===== src/rtl/dmac_sc_pkg.sv =====
// Package: shared word indices, bit positions and the per-channel
// configuration record for the DMA status/abort controller.
package dmac_sc_pkg;

    // Word indices (byte address >> 2) of the global registers.
    localparam int WI_CTRL   = 0;
    localparam int WI_ABORT  = 1;
    localparam int WI_STAT   = 2;
    localparam int WI_ENMIR  = 3;
    localparam int WI_CFG0   = 4;

    // Field positions inside the packed status word.
    localparam int ST_TC_LSB = 16;
    localparam int ST_AB_LSB = 8;
    localparam int ST_ER_LSB = 0;

    // Per-channel configuration word, bit 3 down to bit 0.
    typedef struct packed {
        logic m_ab;   // bit 3: abort interrupt mask
        logic m_err;  // bit 2: error interrupt mask
        logic m_tc;   // bit 1: terminal-count interrupt mask
        logic en;     // bit 0: channel enable
    } cfg_t;

endpackage


===== src/rtl/dmac_sc_decode.sv =====
// Module: dmac_sc_decode
// Turns a register bus write into one-cycle write strobes per register.
// Assumes word-aligned accesses; address bits [1:0] are ignored.
module dmac_sc_decode
    import dmac_sc_pkg::*;
#(
    parameter int ADDR_W = 8,
    parameter int NUM_CH = 8
) (
    input  logic                bus_we,
    input  logic [ADDR_W-1:0]   bus_addr,
    output logic [ADDR_W-3:0]   widx,
    output logic                ctrl_we,
    output logic                abort_we,
    output logic                stat_we,
    output logic [NUM_CH-1:0]   cfg_we
);
    localparam int WIDX_W = ADDR_W - 2;

    // Word index of the access.
    assign widx = bus_addr[ADDR_W-1:2];

    // Strobes for the global registers.
    assign ctrl_we  = bus_we && (widx == WIDX_W'(WI_CTRL));
    assign abort_we = bus_we && (widx == WIDX_W'(WI_ABORT));
    assign stat_we  = bus_we && (widx == WIDX_W'(WI_STAT));

    // One configuration strobe per channel.
    for (genvar g = 0; g < NUM_CH; g++) begin : g_cfg_we
        assign cfg_we[g] = bus_we && (widx == WIDX_W'(WI_CFG0 + g));
    end

    logic unused_addr_lsb;
    assign unused_addr_lsb = ^bus_addr[1:0];

endmodule


===== src/rtl/dmac_sc_chan.sv =====
// Module: dmac_sc_chan
// State of one DMA channel: enable, three interrupt masks, three sticky
// status bits and the registered abort request. Assumes event pulses last
// one cycle. Set of a status bit wins over a same-cycle clear.
module dmac_sc_chan
    import dmac_sc_pkg::*;
(
    input  logic  clk,
    input  logic  rst_n,
    input  logic  soft_rst,
    input  logic  cfg_we,
    input  cfg_t  cfg_wdata,
    input  logic  abort_hit,
    input  logic  clr_tc,
    input  logic  clr_ab,
    input  logic  clr_er,
    input  logic  ev_done,
    input  logic  ev_abort,
    input  logic  ev_err,
    output cfg_t  cfg_q,
    output logic  st_tc,
    output logic  st_ab,
    output logic  st_er,
    output logic  abort_req
);
    logic term_ev;
    logic clean_done;

    // A channel terminates on any of its three events.
    assign term_ev    = ev_done || ev_abort || ev_err;
    // Completion counts only without a simultaneous abort or error.
    assign clean_done = ev_done && !ev_abort && !ev_err;

    // Enable bit: reset and termination beat a software write.
    always_ff @(posedge clk) begin
        if (!rst_n || soft_rst) begin
            cfg_q.en <= 1'b0;
        end else if (term_ev) begin
            cfg_q.en <= 1'b0;
        end else if (cfg_we) begin
            cfg_q.en <= cfg_wdata.en;
        end
    end

    // Interrupt masks: written by software only, kept over a soft reset.
    always_ff @(posedge clk) begin
        if (!rst_n) begin
            cfg_q.m_ab  <= 1'b0;
            cfg_q.m_err <= 1'b0;
            cfg_q.m_tc  <= 1'b0;
        end else if (cfg_we) begin
            cfg_q.m_ab  <= cfg_wdata.m_ab;
            cfg_q.m_err <= cfg_wdata.m_err;
            cfg_q.m_tc  <= cfg_wdata.m_tc;
        end
    end

    // Sticky status bits, set has priority over write-one-to-clear.
    always_ff @(posedge clk) begin
        if (!rst_n) begin
            st_tc <= 1'b0;
            st_ab <= 1'b0;
            st_er <= 1'b0;
        end else begin
            st_tc <= clean_done || (st_tc && !clr_tc);
            st_ab <= ev_abort   || (st_ab && !clr_ab);
            st_er <= ev_err     || (st_er && !clr_er);
        end
    end

    // Abort request pulse, issued only for an enabled channel.
    always_ff @(posedge clk) begin
        if (!rst_n) begin
            abort_req <= 1'b0;
        end else begin
            abort_req <= abort_hit && cfg_q.en;
        end
    end

    // a clean completion is always recorded.
    p_tc_clean_r3: assert property (@(posedge clk) disable iff (!rst_n)
        (ev_done && !ev_abort && !ev_err) |=> st_tc);

    // an abort or error in the same cycle keeps terminal count clear.
    p_tc_blocked_r3: assert property (@(posedge clk) disable iff (!rst_n)
        (!st_tc && ev_done && (ev_abort || ev_err)) |=> !st_tc);

    // an abort request only leaves for a channel that was enabled.
    p_abort_gate_r4: assert property (@(posedge clk) disable iff (!rst_n)
        abort_req |-> $past(cfg_q.en));

    // software reset drops the enable.
    p_soft_rst_r5: assert property (@(posedge clk) disable iff (!rst_n)
        soft_rst |=> !cfg_q.en);

    // any terminating event drops the enable.
    p_term_drop_r8: assert property (@(posedge clk) disable iff (!rst_n)
        term_ev |=> !cfg_q.en);

    // event set beats a same-cycle clear.
    p_set_wins_r9: assert property (@(posedge clk) disable iff (!rst_n)
        (ev_err && clr_er) |=> st_er);

    // status stays latched without a clear, whatever the mask.
    p_sticky_r10: assert property (@(posedge clk) disable iff (!rst_n)
        (st_ab && !clr_ab) |=> st_ab);

endmodule


===== src/rtl/dmac_sc_rdmux.sv =====
// Module: dmac_sc_rdmux
// Combinational read multiplexer for the register bus. Assumes
// NUM_CH <= 8 so each status field fits its byte lane.
module dmac_sc_rdmux
    import dmac_sc_pkg::*;
#(
    parameter int ADDR_W = 8,
    parameter int NUM_CH = 8
) (
    input  logic [ADDR_W-3:0]  widx,
    input  cfg_t               cfg [NUM_CH],
    input  logic [NUM_CH-1:0]  en_v,
    input  logic [NUM_CH-1:0]  tc_v,
    input  logic [NUM_CH-1:0]  ab_v,
    input  logic [NUM_CH-1:0]  er_v,
    output logic [31:0]        rdata
);
    localparam int WIDX_W = ADDR_W - 2;

    // Select the addressed word; unmapped and write-only words read 0.
    always_comb begin
        rdata = '0;
        if (widx == WIDX_W'(WI_STAT)) begin
            rdata[ST_TC_LSB +: NUM_CH] = tc_v;
            rdata[ST_AB_LSB +: NUM_CH] = ab_v;
            rdata[ST_ER_LSB +: NUM_CH] = er_v;
        end else if (widx == WIDX_W'(WI_ENMIR)) begin
            rdata[NUM_CH-1:0] = en_v;
        end
        for (int i = 0; i < NUM_CH; i++) begin
            if (widx == WIDX_W'(WI_CFG0 + i)) begin
                rdata[$bits(cfg_t)-1:0] = cfg[i];
            end
        end
    end

endmodule


===== src/rtl/dmac_status_ctl.sv =====
// Module: dmac_status_ctl (top)
// Global control and interrupt status for a multichannel DMA engine:
// per-channel enables and masks, abort requests, software reset, three
// write-one-to-clear status vectors and one combined interrupt.
// Assumes a synchronous active-low reset and NUM_CH <= 8.
module dmac_status_ctl
    import dmac_sc_pkg::*;
#(
    parameter int ADDR_W = 8,
    parameter int NUM_CH = 8
) (
    input  logic               clk,
    input  logic               rst_n,
    input  logic               bus_we,
    input  logic [ADDR_W-1:0]  bus_addr,
    input  logic [31:0]        bus_wdata,
    output logic [31:0]        bus_rdata,
    input  logic [NUM_CH-1:0]  ev_done,
    input  logic [NUM_CH-1:0]  ev_abort,
    input  logic [NUM_CH-1:0]  ev_err,
    output logic [NUM_CH-1:0]  ch_en_o,
    output logic [NUM_CH-1:0]  abort_req_o,
    output logic               core_rst_o,
    output logic               irq_o
);
    logic [ADDR_W-3:0]  widx;
    logic               ctrl_we;
    logic               abort_we;
    logic               stat_we;
    logic [NUM_CH-1:0]  cfg_we;
    logic               soft_rst;
    cfg_t               cfg [NUM_CH];
    logic [NUM_CH-1:0]  en_v, mtc_v, merr_v, mab_v;
    logic [NUM_CH-1:0]  tc_v, ab_v, er_v;

    dmac_sc_decode #(.ADDR_W(ADDR_W), .NUM_CH(NUM_CH)) u_decode (
        .bus_we   (bus_we),
        .bus_addr (bus_addr),
        .widx     (widx),
        .ctrl_we  (ctrl_we),
        .abort_we (abort_we),
        .stat_we  (stat_we),
        .cfg_we   (cfg_we)
    );

    // Software reset is bit 0 of a control-register write.
    assign soft_rst = ctrl_we && bus_wdata[0];

    for (genvar g = 0; g < NUM_CH; g++) begin : g_ch
        dmac_sc_chan u_chan (
            .clk       (clk),
            .rst_n     (rst_n),
            .soft_rst  (soft_rst),
            .cfg_we    (cfg_we[g]),
            .cfg_wdata (cfg_t'(bus_wdata[$bits(cfg_t)-1:0])),
            .abort_hit (abort_we && bus_wdata[g]),
            .clr_tc    (stat_we && bus_wdata[ST_TC_LSB + g]),
            .clr_ab    (stat_we && bus_wdata[ST_AB_LSB + g]),
            .clr_er    (stat_we && bus_wdata[ST_ER_LSB + g]),
            .ev_done   (ev_done[g]),
            .ev_abort  (ev_abort[g]),
            .ev_err    (ev_err[g]),
            .cfg_q     (cfg[g]),
            .st_tc     (tc_v[g]),
            .st_ab     (ab_v[g]),
            .st_er     (er_v[g]),
            .abort_req (abort_req_o[g])
        );
        assign en_v[g]   = cfg[g].en;
        assign mtc_v[g]  = cfg[g].m_tc;
        assign merr_v[g] = cfg[g].m_err;
        assign mab_v[g]  = cfg[g].m_ab;
    end

    dmac_sc_rdmux #(.ADDR_W(ADDR_W), .NUM_CH(NUM_CH)) u_rdmux (
        .widx  (widx),
        .cfg   (cfg),
        .en_v  (en_v),
        .tc_v  (tc_v),
        .ab_v  (ab_v),
        .er_v  (er_v),
        .rdata (bus_rdata)
    );

    // One-cycle reset pulse to the core after a software reset write.
    always_ff @(posedge clk) begin
        if (!rst_n) begin
            core_rst_o <= 1'b0;
        end else begin
            core_rst_o <= soft_rst;
        end
    end

    // Enables go straight to the datapath.
    assign ch_en_o = en_v;

    // Combined interrupt: any unmasked status bit.
    assign irq_o = |((tc_v & ~mtc_v) | (ab_v & ~mab_v) | (er_v & ~merr_v));

    logic unused_wdata;
    assign unused_wdata = ^bus_wdata;

    // the core reset pulse lasts one cycle.
    p_core_rst_pulse_r5: assert property (@(posedge clk) disable iff (!rst_n)
        core_rst_o |=> !core_rst_o || $past(soft_rst));

    // an unmasked error status always raises the interrupt.
    p_irq_err_r10: assert property (@(posedge clk) disable iff (!rst_n)
        (|(er_v & ~merr_v)) |-> irq_o);

endmodule


===== config.mk =====
export PLATFORM = sky130hd
export DESIGN_NAME = dmac_status_ctl
export DESIGN_NICKNAME = d
export VERILOG_FILES = /design/src/rtl/dmac_sc_pkg.sv /design/src/rtl/dmac_sc_decode.sv /design/src/rtl/dmac_sc_chan.sv /design/src/rtl/dmac_sc_rdmux.sv /design/src/rtl/dmac_status_ctl.sv
export SDC_FILE = /design/constraint.sdc
export NUM_CORES = 1
export LEC_CHECK = 0
export BUFFER_PORTS_ARGS = -buffer_cell sky130_fd_sc_hd__buf_2
export CAP_MARGIN = 30
export CORE_ASPECT_RATIO = 1.5
export CORE_MARGIN = 1.5
export CORE_UTILIZATION = 50
export CTS_CLUSTER_SIZE = 25
export DETAILED_ROUTE_END_ITERATION = 7
export HOLD_SLACK_MARGIN = 0.05
export PLACE_DENSITY = 0.87
export SLEW_MARGIN = 20
export SYNTH_ARGS = -nofsm -noshare
export SYNTH_HDL_FRONTEND = slang
export SYNTH_SLANG_ARGS = --single-unit

===== constraint.sdc =====
create_clock -name clk -period 2.6 [get_ports clk]
set_input_delay 0.52 -clock clk [delete_from_list [all_inputs] [get_ports clk]]
set_output_delay 0.52 -clock clk [all_outputs]
set_load 0.1 [all_outputs]

==> summary.txt <==
Run status
  – Outcome: finished clean

Clock network
  – Worst-Skew Late Latency: 360 ps
  – Root buffer cell: clkbuf_8
  – Max Root-Sink Buffers: 2
  – Clock sinks: 65
  – # resized after CTS: 0
  – CTS Buf Count: 9
  – Post-CTS Setup Inserts: 0
  – H-tree levels: 3
  – Clk slew on worst S/H paths: 70 ps
  – CTS tree: built
  – Hold buffers post-CTS: 0

Synth
  – Async SR Flop Fraction: 0%
  – Mux contribution to synthesized area: 9.31%
  – Synth cell types: 46
  – Synth Area in Adders: 0%
  – Post-Syn Area per Cell: 8.70 um^2
  – Largest family of logic cells by synthesized area: compound AO/OA/AOI/OAI gates
  – Register area share after synthesis: 36.4%
  – Number of synthesized flops with an enable pin: 0
  – Simple-gate share of the synthesized area: between 20% and 30%
  – Post-synth top flop: dfxtp_1
  – Post-synthesis cell count: just over 400
  – Area contributors post-synth: dfxtp_1, mux2i_1, buf_4
  – Cell taking the most area after synthesis: dfxtp_1
  – Yosys reg bits: 65
  – Xor/xnor share of the synthesized area: 0%
  – Mapped Area: roughly 3600 um^2
  – Synth top area share: 36.4%
  – Synth warnings: 0
  – Synth Area in Compound Gates: between 20% and 30%

Routing
  – Drt total wl: between 10000 and 15000 um
  – Drt first pass iters: 4
  – Via density: 5.99
  – Iteration-0 DRC Markers: 284
  – Via count: between 3k and 4k
  – Post-DRT Antenna Nets: 0
  – DRC: 0
  – Routed WL per cell: 19.6 um

Power and ir drop
  – Peak supply drop: 0.492 mV
  – Pwr dens: around 500 nW/um^2
  – Pleak: 1.99 nW

STA
  – Fin Hold WS: ~400 ps
  – Fin. Hold Viols: 0
  – Setup Skew: around 4.6 ps
  – RSZ-0062 raised after global routing: false
  – Slew HR: around 63%
  – Worst-Margin Slew: about 550 ps
  – Period utilization: 97.8%
  – Setup-failing EPs final: 0
  – Final Slew Violations: 0
  – FMAX: about 390 MHz
  – Tmin final: between 2000 and 3000 ps

Placed design
  – IO Port Bufs: 98
  – Detailed Place HPWL: 8750 um
  – Placed cell count: 570
  – GP Congestion: a little over 0.9

Worst setup path
  – FF-to-FF path depth: 3
  – Slowest stage delay, CP: 540 ps
  – CP required: 2080 ps
  – CP Class: input pin to output port
  – Critical Path, Cell by Cell: buf_2 > or4b_4 > buf_4 > nor3_1 > o21bai_1 > a22o_2 > buf_12
  – Crit-path max FO: 7
  – CP arrival: 2020 ps
  – Crit path capture type: output port
  – Internal reg-to-reg setup slack: 1790 ps
  – CP max-delay cell: or4b_4
  – Reg2reg start: g_ch[4].u_chan.st_ab
  – Worst setup SP type: input pin
  – Worst r2r dst: g_ch[4].u_chan.st_ab

Finish
  – # diodes: 0
  – Non-Filler Instances: ~600
  – Layout net count: 570
  – Core Util, Final: between 70 and 80%
  – Area Overhead vs Synth: 39.7%
  – Share of post-route cells with drive strength above 1: 36.0%

GRT
  – Overall routing resource usage: 31.4%
  – Initial antenna violation count: 0
  – Remaining Overflow, GRT: 0
  – First-pass GRT wire length: 18200 um
  – Via count of the first global-routing pass: around 3.5k
  – Largest net degree at the start of global routing: 40

Worst hold path
  – Worst hold path type: input pin to flop
  – Hold_sp: ev_abort[3]
  – Worst hold path endpoint: g_ch[3].u_chan.st_ab
  – Hold Path Cell Cnt: 2

Floorplan
  – Initial core utilization: just over 50%
  – Row count: 37
  – Die area: 7680 um^2
  – Die width: 72.0 um
  – DIE HEIGHT: 107 um
  – Core area: 6900 um^2
  – Num ports: 117

Job
  – Max cap viols: 0
==> cells in the mapped netlist, drive strengths merged (2+ instances only) <==
library cell	instances
mux2	2
nor2b	4
mux4	4
and3	8
o21a	24
nand2	23
nor3	12
a21boi	21
a22oi	2
a31oi	3
inv	25
nand2b	4
nand3	7
a22o	2
buf	40
clkbuf	11
o2bb2ai	2
nor3b	9
nand3b	3
mux2i	22
a21oi	26
nor4	20
o22ai	15
o21ai	18
or4b	2
dfxtp	65
nor2	18
or3	9
==> cell families (layout without fill, tap and decap cells) <==
group / count (synthesis) / in the layout
AOI/OAI and AO/OA: 120 / 120
buffers and inverters: 76 / 166
DFF: 65 / 65
muxes: 28 / 28
other: 1 / 8
and+or+nand+nor: 121 / 121
==> flip-flops by register name (all words and copies together) (netlist names) <==
| signal | flops |
|---|---|
| g_ch.u_chan.st_ab | 8 |
| g_ch.u_chan.st_tc | 8 |
| g_ch.u_chan.cfg_q | 32 |
| g_ch.u_chan.st_er | 8 |
| g_ch.u_chan.abort_req | 8 |
| core_rst_o | 1 |
==> cells in the final DEF (no fill, tap or decap), drive strengths merged, types with 2 or more instances in the layout <==
cell,n
or3,9
nand3b,3
nand2b,4
inv,25
mux2i,22
o2bb2ai,2
a22oi,2
a21boi,21
nor3b,9
nand3,7
nor2,18
clkbuf,12
bufinv,3
o21ai,18
a22o,2
a21oi,26
nor4,20
conb,8
or4b,2
dfxtp,65
nand2,23
mux2,2
nor3,12
o21a,24
buf,124
nor2b,4
o22ai,15
a31oi,3
mux4,4
and3,8
==> critical path: cells and delay by family <==
kind	cells	cell delay [ps]
AO/OA/AOI/OAI	2	360
buffers and inverters	3	470
AND/OR/NAND/NOR	2	680
==> report_power, final <==
part | leakage, nW | internal (mW) | switching [mW] | total, mW
registers | 0.530 | 1.02 | 0.0101 | 1.03
clock network | 0.120 | 0.662 | 0.405 | 1.07
logic | 1.34 | 0.129 | 0.268 | 0.398
total | 1.99 | 1.81 | 0.684 | 2.50
==> metal layers <==
metal	wire, um	GRT usage, %	vias to the layer above
li1	-	-	1634
met1	4360	37.0	1692
met2	5980	52.2	157
met3	762	6.73	30
met4	414	16.8	0
met5	0	0	-
==> stage by stage <==
stage	power [mW]	setup WS (ps)	cell area, um^2	TNS, ps
CTS	2.49	14.4	4990	0
global route	2.56	8.17	4990	0
detailed placement	1.45	27.5	4740	0
floorplan	1.33	-327	3970	-4570
global placement	1.43	54.3	4740	0
finish	2.50	56.3	4990	0
==> area by class of cell <==
class	instances	area, um^2
clock buffers	11	141
multi-input cells	277	2200
flip-flops and latches	65	1300
clock inverters	5	103
fillers	502	1910
well taps	78	97.6
repair buffers	125	1050
inverters	25	93.8
==> worst max-delay path by stage <==
| stage | start | endpoint | slack (ps) |
|---|---|---|---|
| 2_1_floorplan | bus_addr[5] | bus_rdata[13] | -330 |
| 3_3_place_gp | bus_addr[7] | bus_rdata[3] | 50 |
| 3_5_place_dp | bus_addr[7] | bus_rdata[3] | 30 |
| 4_1_cts | bus_addr[7] | bus_rdata[3] | 10 |
| 5_1_grt | bus_addr[7] | bus_rdata[3] | 8 |
| 6_report | bus_addr[5] | bus_rdata[1] | 60 |
(Power assumes the default switching activity.)
